File: config.mk
export PLATFORM = sky130hd
export DESIGN_NAME = rowpkt_decoder
export DESIGN_NICKNAME = d
export VERILOG_FILES = /design/src/rtl/rowpkt_pkg.sv /design/src/rtl/rowpkt_deser.sv /design/src/rtl/rowpkt_decode.sv /design/src/rtl/rowpkt_refctr.sv /design/src/rtl/rowpkt_decoder.sv
export SDC_FILE = /design/constraint.sdc
export NUM_CORES = 1
export LEC_CHECK = 0
export CORE_MARGIN = 10
export CORE_UTILIZATION = 40
export CTS_BUF_LIST = sky130_fd_sc_hd__clkbuf_4 sky130_fd_sc_hd__clkbuf_8 sky130_fd_sc_hd__clkbuf_16
export DETAILED_ROUTE_END_ITERATION = 8
export SETUP_SLACK_MARGIN = 0.5
export SYNTH_ARGS = -nofsm -noshare
export SYNTH_HDL_FRONTEND = slang
export SYNTH_SLANG_ARGS = --single-unit
File: constraint.sdc
create_clock -name clk -period 2.8 [get_ports clk]
set_input_delay 0.56 -clock clk [delete_from_list [all_inputs] [get_ports clk]]
set_output_delay 0.56 -clock clk [all_outputs]
set_load 0.005 [all_outputs]
File: src/rtl/rowpkt_pkg.sv
package rowpkt_pkg;

    localparam int unsigned LANES  = 3;
    localparam int unsigned BEATS  = 8;
    localparam int unsigned ID_W   = 5;
    localparam int unsigned BANK_W = 5;
    localparam int unsigned ROW_W  = 9;
    localparam int unsigned OP_W   = 11;
    localparam int unsigned FRM_T  = 2;   // lane wire carrying the true flag
    localparam int unsigned FRM_F  = 1;   // lane wire carrying the false flag

    typedef logic [LANES-1:0] sample_t;

    typedef enum logic [1:0] {
        FRM_NONE  = 2'b00,
        FRM_LOW   = 2'b01,
        FRM_HIGH  = 2'b10,
        FRM_BCAST = 2'b11
    } frame_code_e;

    typedef struct packed {
        frame_code_e        frm;
        logic [ID_W-2:0]    dev_lo;
        logic [BANK_W-1:0]  bank;
        logic               av;
        logic [ROW_W-1:0]   row;
        logic [OP_W-1:0]    op;
    } rowpkt_t;

    typedef struct packed {
        logic act;
        logic prer;
        logic refa;
        logic refp;
        logic pdnr;
        logic napr;
        logic naprc;
        logic attn;
        logic rlxr;
        logic tcal;
        logic tcen;
    } rowcmd_t;

    // Field placement across the eight lane samples (sample 0 earliest).
    function automatic rowpkt_t unpack_pkt(input sample_t s0, input sample_t s1,
                                           input sample_t s2, input sample_t s3,
                                           input sample_t s4, input sample_t s5,
                                           input sample_t s6, input sample_t s7);
        rowpkt_t p;
        p.frm    = frame_code_e'({s0[FRM_T], s0[FRM_F]});
        p.dev_lo = {s0[0], s1};
        p.bank   = {s3[1], s3[2], s2[0], s2[1], s2[2]};
        p.av     = s4[0];
        p.row    = {s5, s6, s7};
        p.op     = {s4[2], s4[1], s5, s6, s7};
        return p;
    endfunction

    // Opcode to command strobes; fields that combine are tested separately.
    function automatic rowcmd_t decode_op(input logic [OP_W-1:0] op);
        rowcmd_t c;
        logic    base;
        base    = (op[2:0] == 3'b000);
        c       = '0;
        c.prer  = base && (op[10:6] == 5'b11000);
        c.refa  = base && (op[10:4] == 7'b0001100);
        c.refp  = base && (op[10:4] == 7'b0101000);
        c.pdnr  = base && (op[8:4] == 5'b00001);
        c.napr  = base && (op[8:4] == 5'b00010);
        c.naprc = base && (op[8:4] == 5'b00011);
        c.attn  = base && !op[3];
        c.rlxr  = base && op[3];
        c.tcal  = (op == 11'b00000000001);
        c.tcen  = (op == 11'b00000000010);
        return c;
    endfunction

endpackage

File: src/rtl/rowpkt_deser.sv
module rowpkt_deser
    import rowpkt_pkg::*;
(
    input  logic    clk,
    input  logic    rst,
    input  sample_t lane_i,
    output logic    frame_done_o,
    output sample_t samples_o [BEATS]
);

    localparam int unsigned CNT_W = $clog2(BEATS);
    localparam logic [CNT_W-1:0] LAST = CNT_W'(BEATS - 1);

    logic             busy_q;
    logic [CNT_W-1:0] cnt_q;
    sample_t          held_q [BEATS-1];
    logic             start;

    assign start        = !busy_q && (lane_i[FRM_T] || lane_i[FRM_F]);
    assign frame_done_o = busy_q && (cnt_q == LAST);

    always_ff @(posedge clk) begin
        if (rst) begin
            busy_q <= 1'b0;
            cnt_q  <= '0;
        end else if (start) begin
            busy_q <= 1'b1;
            cnt_q  <= CNT_W'(1);
        end else if (busy_q) begin
            if (cnt_q == LAST) begin
                busy_q <= 1'b0;
                cnt_q  <= '0;
            end else begin
                cnt_q <= cnt_q + CNT_W'(1);
            end
        end
    end

    for (genvar g = 0; g < BEATS - 1; g++) begin : g_beat
        logic take;
        if (g == 0) begin : g_first
            assign take = start;
        end else begin : g_rest
            assign take = busy_q && (cnt_q == CNT_W'(g));
        end
        always_ff @(posedge clk) begin
            if (rst) held_q[g] <= '0;
            else if (take) held_q[g] <= lane_i;
        end
        assign samples_o[g] = held_q[g];
    end

    assign samples_o[BEATS-1] = lane_i;

endmodule

File: src/rtl/rowpkt_decode.sv
module rowpkt_decode
    import rowpkt_pkg::*;
(
    input  sample_t           samples_i [BEATS],
    input  logic [ID_W-1:0]   dev_id_i,
    input  logic [ROW_W-1:0]  ref_row_i,
    output logic              match_o,
    output logic              bcast_o,
    output rowcmd_t           cmd_o,
    output logic [BANK_W-1:0] bank_o,
    output logic [ROW_W-1:0]  row_o
);

    rowpkt_t pkt;
    rowcmd_t op_cmd;

    assign pkt = unpack_pkt(samples_i[0], samples_i[1], samples_i[2], samples_i[3],
                            samples_i[4], samples_i[5], samples_i[6], samples_i[7]);
    assign op_cmd = decode_op(pkt.op);

    always_comb begin
        unique case (pkt.frm)
            FRM_NONE:  match_o = 1'b0;
            FRM_LOW:   match_o = (dev_id_i == {1'b0, pkt.dev_lo});
            FRM_HIGH:  match_o = (dev_id_i == {1'b1, pkt.dev_lo});
            FRM_BCAST: match_o = 1'b1;
            default:   match_o = 1'b0;
        endcase
    end

    assign bcast_o = (pkt.frm == FRM_BCAST);
    assign bank_o  = pkt.bank;

    always_comb begin
        cmd_o = '0;
        row_o = '0;
        if (pkt.av) begin
            cmd_o.act  = 1'b1;
            cmd_o.attn = !bcast_o;
            row_o      = pkt.row;
        end else begin
            cmd_o      = op_cmd;
            cmd_o.attn = op_cmd.attn && !bcast_o;
            if (op_cmd.refa) row_o = ref_row_i;
        end
    end

endmodule

File: src/rtl/rowpkt_refctr.sv
module rowpkt_refctr
    import rowpkt_pkg::*;
(
    input  logic             clk,
    input  logic             rst,
    input  logic             inc_i,
    output logic [ROW_W-1:0] row_o
);

    always_ff @(posedge clk) begin
        if (rst) row_o <= '0;
        else if (inc_i) row_o <= row_o + ROW_W'(1);
    end

endmodule

File: src/rtl/rowpkt_decoder.sv
module rowpkt_decoder
    import rowpkt_pkg::*;
(
    input  logic              clk,
    input  logic              rst,
    input  logic [2:0]        row_lane_i,
    input  logic [4:0]        dev_id_i,
    output logic              pkt_valid_o,
    output logic              bcast_o,
    output logic              act_o,
    output logic              prer_o,
    output logic              refa_o,
    output logic              refp_o,
    output logic              pdnr_o,
    output logic              napr_o,
    output logic              naprc_o,
    output logic              attn_o,
    output logic              rlxr_o,
    output logic              tcal_o,
    output logic              tcen_o,
    output logic [4:0]        bank_o,
    output logic [8:0]        row_o,
    output logic [8:0]        ref_row_o
);

    localparam logic [BANK_W-1:0] LAST_BANK = '1;

    logic              frame_done;
    sample_t           samples [BEATS];
    logic              match, bcast;
    rowcmd_t           cmd;
    logic [BANK_W-1:0] bank;
    logic [ROW_W-1:0]  row;
    logic              ref_inc;
    logic              take;

    logic              valid_q, bcast_q;
    rowcmd_t           cmd_q;
    logic [BANK_W-1:0] bank_q;
    logic [ROW_W-1:0]  row_q;

    rowpkt_deser u_deser (
        .clk          (clk),
        .rst          (rst),
        .lane_i       (row_lane_i),
        .frame_done_o (frame_done),
        .samples_o    (samples)
    );

    rowpkt_decode u_decode (
        .samples_i (samples),
        .dev_id_i  (dev_id_i),
        .ref_row_i (ref_row_o),
        .match_o   (match),
        .bcast_o   (bcast),
        .cmd_o     (cmd),
        .bank_o    (bank),
        .row_o     (row)
    );

    assign take    = frame_done && match;
    assign ref_inc = take && cmd.refa && (bank == LAST_BANK);

    rowpkt_refctr u_refctr (
        .clk   (clk),
        .rst   (rst),
        .inc_i (ref_inc),
        .row_o (ref_row_o)
    );

    always_ff @(posedge clk) begin
        if (rst || !take) begin
            valid_q <= 1'b0;
            bcast_q <= 1'b0;
            cmd_q   <= '0;
            bank_q  <= '0;
            row_q   <= '0;
        end else begin
            valid_q <= 1'b1;
            bcast_q <= bcast;
            cmd_q   <= cmd;
            bank_q  <= bank;
            row_q   <= row;
        end
    end

    assign pkt_valid_o = valid_q;
    assign bcast_o     = bcast_q;
    assign act_o       = cmd_q.act;
    assign prer_o      = cmd_q.prer;
    assign refa_o      = cmd_q.refa;
    assign refp_o      = cmd_q.refp;
    assign pdnr_o      = cmd_q.pdnr;
    assign napr_o      = cmd_q.napr;
    assign naprc_o     = cmd_q.naprc;
    assign attn_o      = cmd_q.attn;
    assign rlxr_o      = cmd_q.rlxr;
    assign tcal_o      = cmd_q.tcal;
    assign tcen_o      = cmd_q.tcen;
    assign bank_o      = bank_q;
    assign row_o       = row_q;

endmodule

* Yosys cells after proc, flatten, opt, wreduce, memory -nomap -nowiden
Memory sizes are Yosys's and may differ from the RTL's.
Index checks and enable logic that the tools add are counted.
** Storage, ports and cells
- Word-level logic and storage cells :: 124
- ROM bits :: 0
- Bits in latches :: 0
- Output and inout bits :: 36
- Memories kept :: 1
- Bits of input ports :: 10
- Memory bits (writable) :: 21
- Register bits after elaboration :: 40
** Operators by class
- $mul :: 0
- Shift operators :: 0
- Order comparisons :: 0
- Reduce and logical (&&, ||, !) cells :: 31
- Multiplexer cells :: 43
- Bitwise gates (word level) :: 7
- Div/mod/pow operators :: 0
- Equal/unequal tests :: 21
- Add/sub/neg operators :: 2
** Memories
- u_deser.held_q :: words 7, width 3, rd ports 7, clocked after Yosys merged registers in 0, write ports 7, RTL line rowpkt_deser.sv:16 : sample_t held_q [BEATS-1];
** Operator list (number)
- 2-to-1 mux 1 bit :: 31
- 2-to-1 mux 3 bit :: 8
- logical AND 1 bit :: 20
- 2-to-1 mux 9 bit :: 2
- == test 3 bit, second input constant :: 4
- == test 11 x 1 -> 1 bit, second input constant :: 1
- == test 11 x 2 -> 1 bit, second input constant :: 1
- == test 5 x 2 -> 1 bit, second input constant :: 2
- == test 5 bit, second input constant :: 2
- adder 9 x 1 -> 9 bit, second input constant :: 1
- == test 7 x 4 -> 1 bit, second input constant :: 1
- == test 7 x 6 -> 1 bit, second input constant :: 1
- OR 1 bit :: 7
- == test 3 x 2 -> 1 bit, second input constant :: 2
- == test 5 x 1 -> 1 bit, second input constant :: 1
- == test 5 x 4 -> 1 bit :: 1
- == test 5 bit :: 1
- 2-to-1 mux 5 bit :: 1
- == test 2 bit, second input constant :: 2
- logical NOT 1 bit :: 4
- one-hot mux 1 bit (4 select lines) :: 1
- OR reduction 2 bit :: 2
- adder 3 x 1 -> 3 bit, second input constant :: 1
- == test 3 x 1 -> 1 bit, second input constant :: 1
- other kinds (5) :: 6

* Depth between registers and ports, before layout
Gate-level depths: netlist of the first run.
An unclocked memory read counts as a cell.
- Word-level depth :: 7
- Depth in mapped cells :: 8
- Depth with buffers taken out :: 8

* By module
A second synthesis of the first run with hierarchy kept.
** Unflattened totals
- Cell total of the unflattened synthesis :: 251
- Area, all modules :: 2849.0 um^2
** Modules (own cells, without submodules)
- rowpkt_deser :: area each 1219.9 um^2, cells an instance 93, sequential area each 710.7 um^2, instances 1
- rowpkt_decoder :: area each 813.3 um^2, cells an instance 60, sequential area each 540.5 um^2, instances 1
- rowpkt_decode :: area each 427.9 um^2, cells an instance 56, sequential area each 0.0 um^2, instances 1
- rowpkt_refctr :: area each 387.9 um^2, cells an instance 42, sequential area each 180.2 um^2, instances 1

* Worst setup path before layout of the first run
No wires, ideal clock.
- Path kind :: flip-flop to flip-flop
- Start point :: register u_deser.cnt_q[0]
- End point :: register u_refctr.row_o[7]
- Buffers on the path :: 1
- Clock period less this slack :: 2.187 ns
- Slack :: 0.613 ns
- Cell stages (with the launch flop) :: 9
- Setup time :: 0.070 ns
- Data arrival time :: 2.117 ns
- Required time :: 2.730 ns
- Cells stage by stage :: dfxtp_1 ha_1 ha_1 nand3b_2 nor4b_2 a32oi_1 clkbuf_1 or4_1 a21oi_1
** On the way
- Cells in the longest elaborated chain, start to end :: 5
** RTL lines
- start, declared :: RTL line rowpkt_deser.sv:15 : logic [CNT_W-1:0] cnt_q;
- start signal, assigned :: RTL line rowpkt_deser.sv:34 : cnt_q <= cnt_q + CNT_W'(1);
- == test 3 bit :: RTL line rowpkt_deser.sv:20 : assign frame_done_o = busy_q && (cnt_q == LAST);
- logical AND 1 bit :: RTL line rowpkt_deser.sv:20
- logical AND 1 bit :: RTL line rowpkt_decoder.sv:61 : assign take = frame_done && match;
- logical AND 1 bit (2 in series) :: RTL line rowpkt_decoder.sv:62 : assign ref_inc = take && cmd.refa && (bank == LAST_BANK);
- end signal, assigned :: RTL line rowpkt_refctr.sv:12 : else if (inc_i) row_o <= row_o + ROW_W'(1);
- end, declared :: RTL line rowpkt_refctr.sv:7 : output logic [ROW_W-1:0] row_o
No other way between the ends.
A chain may end at the register's enable or synchronous reset.

* Worst setup path in the final report of the first run
- Start point :: input row_lane_i[2]
- End point :: register u_refctr.row_o[6]
** On the way
- Cells in the longest elaborated chain, start to end :: 5
** RTL lines
- start, declared :: RTL line rowpkt_decoder.sv:6 : input logic [2:0] row_lane_i,
- logical NOT 3 bit :: RTL line rowpkt_pkg.sv:63 : base = (op[2:0] == 3'b000);
- logical AND 1 bit :: RTL line rowpkt_pkg.sv:66 : c.refa = base && (op[10:4] == 7'b0001100);
- 2-to-1 mux 5 bit :: RTL line rowpkt_decode.sv:37 : if (pkt.av) begin
- logical AND 1 bit (2 in series) :: RTL line rowpkt_decoder.sv:62
No other way between the ends.

==> qor.yml, run 1 <==
final_layout:
  fin_util_pct: 55.0
  syn2layout_area_growth_pct: 35.0
  postLayoutCellArea_um2: 3450
  final_cells: 390
  diodes: 0
  final_layout_size_suffix_gt1_share_pct: 13.7
  final_nets: 328
placed_design:
  place_inst: 368
  hpwl_um: 4480
  portBuffers: 45
  dpl_cell_area_um2: 3100
  place_congestion: 0.776
logic_synthesis:
  synth_cells: 248
  synthesis.nets: 268
  yosysWarnings: 0
  synth_top_cell_by_area: "dfxtp_1"
  synth-seq-cells: 60
  netlist.area_leader.share_pct: 31.3
  synth_commonest_cells: "dfxtp_1, nor2_1, edfxtp_1"
  synth_top_flop_cell: "dfxtp_1"
  synthDistinctLibCells: 42
  synth_area_leaders: "dfxtp_1, edfxtp_1, nor2_1, ha_1, a22oi_1"
  netlist_area_um2: 2560
  ys_seq_area_share_pct: 54.8
  yosysMostFrequentCell: "dfxtp_1"
  synth_edf_count: 20
  synth_area_per_cell_um2: 10.3
  synthArstFlopShare_pct: 0
clock_tree:
  htree_levels: 3
  cts_buffer_depth: 2
  clock_sinks: 60
  cts_hold_buf: 0
  path_clk_slew_ps: 60
  insertion_delay_ps: 340
  cts_root_buffer: "clkbuf_8"
  cts_buffers: 9
  cts_tree: "built"
global_route:
  grt_max_degree: 18
  grt_antenna_before_repair: 0
  grt_overflow_total: 0
  grt_pass1_wl_um: 10500
  first_global_vias: 2064
  grtUsageTotal_pct: 13.4
critical_path:
  path_cells: "clkdlybuf4s50_1, nor3_2, nand4_1, or4_4, or4_4, a21oi_2"
  critical_path_class: "primary input to register"
  cp.required_ps: 3070
  crit_path_max_fanout: 6
  crit_arrival_ps: 2500
  slowest_delay_ps: 480
  cp-start-kind: "primary input"
  crit_buf_inv: 1
  cpMostUsedCell: "or4_4"
  slowest_stage: "or4_4"
  crit_family: "simple AND/OR/NAND/NOR gates"
  end_kind: "register"
pwr:
  p_sw_share_pct: 21.2
  combPwrFrac_pct: 6.1
  switchingPower_uw: 421
  clockPowerShare_pct: 46.7
  p_per_area_nw_per_um2: 575
  intPower_mw: 1.56
  power_mw: 1.98
  seqPwrFrac_pct: 47.2
  ir_drop_mv: 0.280
  power.leakage_nw: 1.25
route:
  remaining_drc_errors: 0
  wl_per_cell_um: 15.9
  wl_um: 6210
  vias: 2097
  vias_per_cell: 5.38
  drtIter0Drc: 110
  firstDrtPassIters: 4
  antenna_left: 0
sta:
  timing.slew.headroom_pct: 68.8
  finalSetupViolCount: 0
  setup_tns_ps: 0
  timing.fmax_mhz: 450
  rsz0062_at_grt: "no"
  hold_viol: 0
  fin_crit_sh_pct: 79.4
  worstMarginPinSlew_ps: 467
  period_minus_slack_ps: 2220
  fin_skew_ps: 11.6
  slew_violations: 0
floorplanning:
  die_w_um: 99.9
  io_pins: 46
  initial_core_util_pct: 40.7
  die-area_um2: 9990
  num_rows: 29
  coreArea_um2: 6280
  die_h_um: 99.9
worst_hold_path:
  worst_hold_path_type: "register to register"
status:
  status: "complete, no violations"
run:
  max-cap-violations: 0
-- registers in the layout (all words and copies together) (netlist names), 3 cells and up --
| name | count |
|---|---|
| u_refctr.row_o | 9 |
| u_deser.held_q | 20 |
| u_deser.cnt_q | 3 |
| bank_o | 5 |
| row_o | 9 |
-- cells by family after synthesis --
family                     share of synthesized area (%)
buffers and inverters                               4.26
DFF                                                 54.8
xor gates and xnor gates                            1.71
muxes                                              0.392
and+or+nand+nor                                     24.5
adders and majority gates                           4.89
AOI/OAI and AO/OA                                   9.45
-- final timing paths --
check / start / endpoint / slack [ps] / cells after the start
setup / recovery: row_lane_i[2] / u_refctr.row_o[6] / 580 / 6
hold / removal: u_deser.held_q[0][8] / bank_o[0] / 470 / 1
setup reg to reg: u_deser.cnt_q[1] / u_refctr.row_o[7] / 620 / 7
hold reg to reg: u_deser.held_q[0][8] / bank_o[0] / 470 / 1
-- layer usage --
metal	wire length [um]	global-route usage (%)
met2	2850	20.0
met5	0	0
met1	2740	16.2
met4	159	7.83
met3	458	4.81
-- timing repair --
item,CTS,global route
gates resized for setup,3,10
cloned,1,0
pin swaps,3,5
setup buffers,3,2
setup endpoints to repair,7,11
-- layout make-up --
class | instances | area [um2]
fillers | 532 | 2830
clock buffers | 10 | 131
well taps | 77 | 96.3
inverters | 11 | 41.3
repair buffers | 59 | 558
multi-input cells | 167 | 1120
flip-flops and latches | 60 | 1400
clock inverters | 6 | 103
-- power by group through the flow --
stage               clock [mW]  sequential (mW)  combinational [mW]
CTS                      0.936            0.936               0.115
global route             0.984            0.939               0.136
finish                   0.927            0.936               0.121
floorplan                    0            0.948              0.0740
detailed placement           0            0.955               0.107
global placement             0            0.954               0.106
-- stage by stage --
stage / setup slack (ps) / hold slack, ps
global route: 488 / 486
floorplan: 613 / 438
finish: 575 / 469
detailed placement: 126 / 456
global placement: 158 / 449
CTS: 508 / 471
-- placed cells by master (no fill, tap or decap), types with 7 or more instances in the layout --
cell type,Yosys,routed
nand2b_1,9,9
edfxtp_1,20,20
inv_1,11,11
nand2_1,8,8
dfxtp_1,40,39
nor2_1,39,38
or4_1,8,7
nor3_1,10,10
a21oi_1,9,8
clkdlybuf4s50_1,0,44
buf_4,1,14
ha_1,10,8
nand3_1,10,10
a22oi_1,9,9
clkbuf_8,0,9
-- worst reg2reg max path: stages (launching register included) --
cell	delay (ps)
dfxtp_1	410
ha_4	180
ha_4	160
nand3b_4	120
nor4b_4	350
a32oi_2	220
or4_1	540
a21oi_1	150
(Power assumes the default switching activity.)
==> inputs of run 2 (changes only) <==
clock period = 2.2 ns   (was 2.8 ns; I/O delays follow)
==> qor.yml, run 2 (synthesized netlist as in run 1, its figures left out) <==
route:
  wl_per_cell_um: 16.3
  wl_um: 6930
  firstDrtPassIters: 4
  vias: 2185
  remaining_drc_errors: 0
  drtIter0Drc: 96
  antenna_left: 0
  vias_per_cell: 5.14
final_layout:
  syn2layout_area_growth_pct: 52.8
  final_nets: 363
  postLayoutCellArea_um2: 3910
  largest_reg_flops: 20
  diodes: 0
  final_layout_size_suffix_gt1_share_pct: 33.9
  fin_util_pct: 62.2
  nFillCells: 522
  top_register: "u_deser.held_q"
  final_cell_mix: "clkdlybuf4s50_1, buf_4, dfxtp_1, nor2_1, edfxtp_1"
  largestRegisters: "u_deser.held_q x20, row_o x9, u_refctr.row_o x9"
critical_path:
  slowest_stage: "or4_1"
  crit_path_max_fanout: 8
  cp-start-kind: "register"
  end_kind: "register"
  critical_path_class: "register to register"
  cp.required_ps: 2470
  crit_arrival_ps: 2330
  path_cells: "ha_2, xor2_2, nor4b_4, a32oi_4, or4_1, a21oi_1"
  slowest_delay_ps: 490
floorplanning:
  coreArea_um2: 6280
  num_rows: 29
  initial_core_util_pct: 40.7
  io_pins: 46
  die_w_um: 99.9
  die-area_um2: 9990
  die_h_um: 99.9
placed_design:
  place_congestion: 0.801
  portBuffers: 45
  hpwl_um: 4830
  dpl_cell_area_um2: 3330
  pre_cts_slack_ps: -255
pwr:
  switchingPower_uw: 537
  seqPwrFrac_pct: 50.1
  ir_drop_mv: 0.426
  clockPowerShare_pct: 41.2
  power.leakage_nw: 1.46
  power_mw: 2.37
  combPwrFrac_pct: 8.7
  p_sw_share_pct: 22.7
  p_per_area_nw_per_um2: 606
  intPower_mw: 1.83
sta:
  finalSetupViolCount: 0
  worstMarginPinSlew_ps: 634
  rsz0062_at_grt: "yes"
  fin_skew_ps: 6.66
  hold_viol: 0
  period_minus_slack_ps: 2060
  setup_ws_ps: 138
  timing.fmax_mhz: 485
  fin_crit_sh_pct: 93.7
  timing.slew.headroom_pct: 57.4
  slew_violations: 0
clock_tree:
  path_clk_slew_ps: 60
  cts_tree: "built"
  cts_buffer_depth: 2
  htree_levels: 3
  cts_root_buffer: "clkbuf_8"
  cts_hold_buf: 0
  cts_buffers: 9
  insertion_delay_ps: 330
  clock_sinks: 60
global_route:
  grt_max_degree: 18
  first_global_vias: 2146
  grtUsageTotal_pct: 14.0
  grt_pass1_wl_um: 11000
  grt_overflow_total: 0
  grt_antenna_before_repair: 0
status:
  status: "complete, no violations"
worst_hold_path:
  worst_hold_path_type: "register to register"
run:
  max-cap-violations: 0
==> run 2: metal layers <==
layer / global-route usage, % / part of all wire, % / vias up
li1: - / - / 1084
met1: 17.0 / 44 / 1041
met2: 21.9 / 49 / 46
met3: 3.98 / 5.0 / 14
met4: 7.83 / 2.3 / 0
met5: 0 / 0 / -
==> run 2: metrics by stage <==
step | hold slack (ps) | setup TNS [ps] | std cells
2_1_floorplan | 443 | 0 | 248
3_3_place_gp | 453 | -2860 | 388
3_5_place_dp | 461 | -3340 | 388
4_1_cts | 476 | 0 | 420
5_1_grt | 505 | 0 | 425
6_report | 473 | 0 | 425
==> run 2: power by group through the flow <==
stage / combinational [mW] / sequential [mW] / clock [mW]
after floorplan: 0.104 / 1.21 / 0
after global placement: 0.168 / 1.21 / 0
after detailed placement: 0.171 / 1.21 / 0
after CTS: 0.190 / 1.18 / 0.994
after global routing: 0.225 / 1.19 / 1.05
final: 0.205 / 1.19 / 0.976
==> run 2: worst paths after layout <==
| path | slack, ps | startpoint | to | cells past startpoint |
|---|---|---|---|---|
| hold reg to reg | 470 | u_deser.held_q[0][8] | bank_o[0] | 1 |
| hold / removal | 470 | u_deser.held_q[0][8] | bank_o[0] | 1 |
| setup / recovery | 140 | u_deser.held_q[0][2] | u_refctr.row_o[2] | 6 |
| setup reg to reg | 140 | u_deser.held_q[0][2] | u_refctr.row_o[2] | 6 |
==> run 2: area by class of cell <==
class / count / area, um2 / area share, %
Sequential cell: 60 / 1410 / 36.2
Clock inverter: 3 / 40.0 / 1.03
Multi-Input combinational cell: 166 / 1280 / 32.8
Clock buffer: 13 / 154 / 3.94
Tap cell: 77 / 96.3 / 2.47
Inverter: 11 / 43.8 / 1.12
Timing Repair Buffer: 95 / 875 / 22.4
==> run 2: what timing repair did <==
item,in CTS,in global routing
setup endpoints to repair,43,40
gates resized for setup,30,31
setup buffers,16,4
cloned,0,1
pin swaps,13,13
==> run 2: critical path: cells and delay by family (launching register included) <==
family                     cells  cell delay [ps]
and+or+nand+nor                2              840
AOI/OAI and AO/OA              2              330
adders and majority gates      1              230
DFF                            1              430
xor gates and xnor gates       1              160
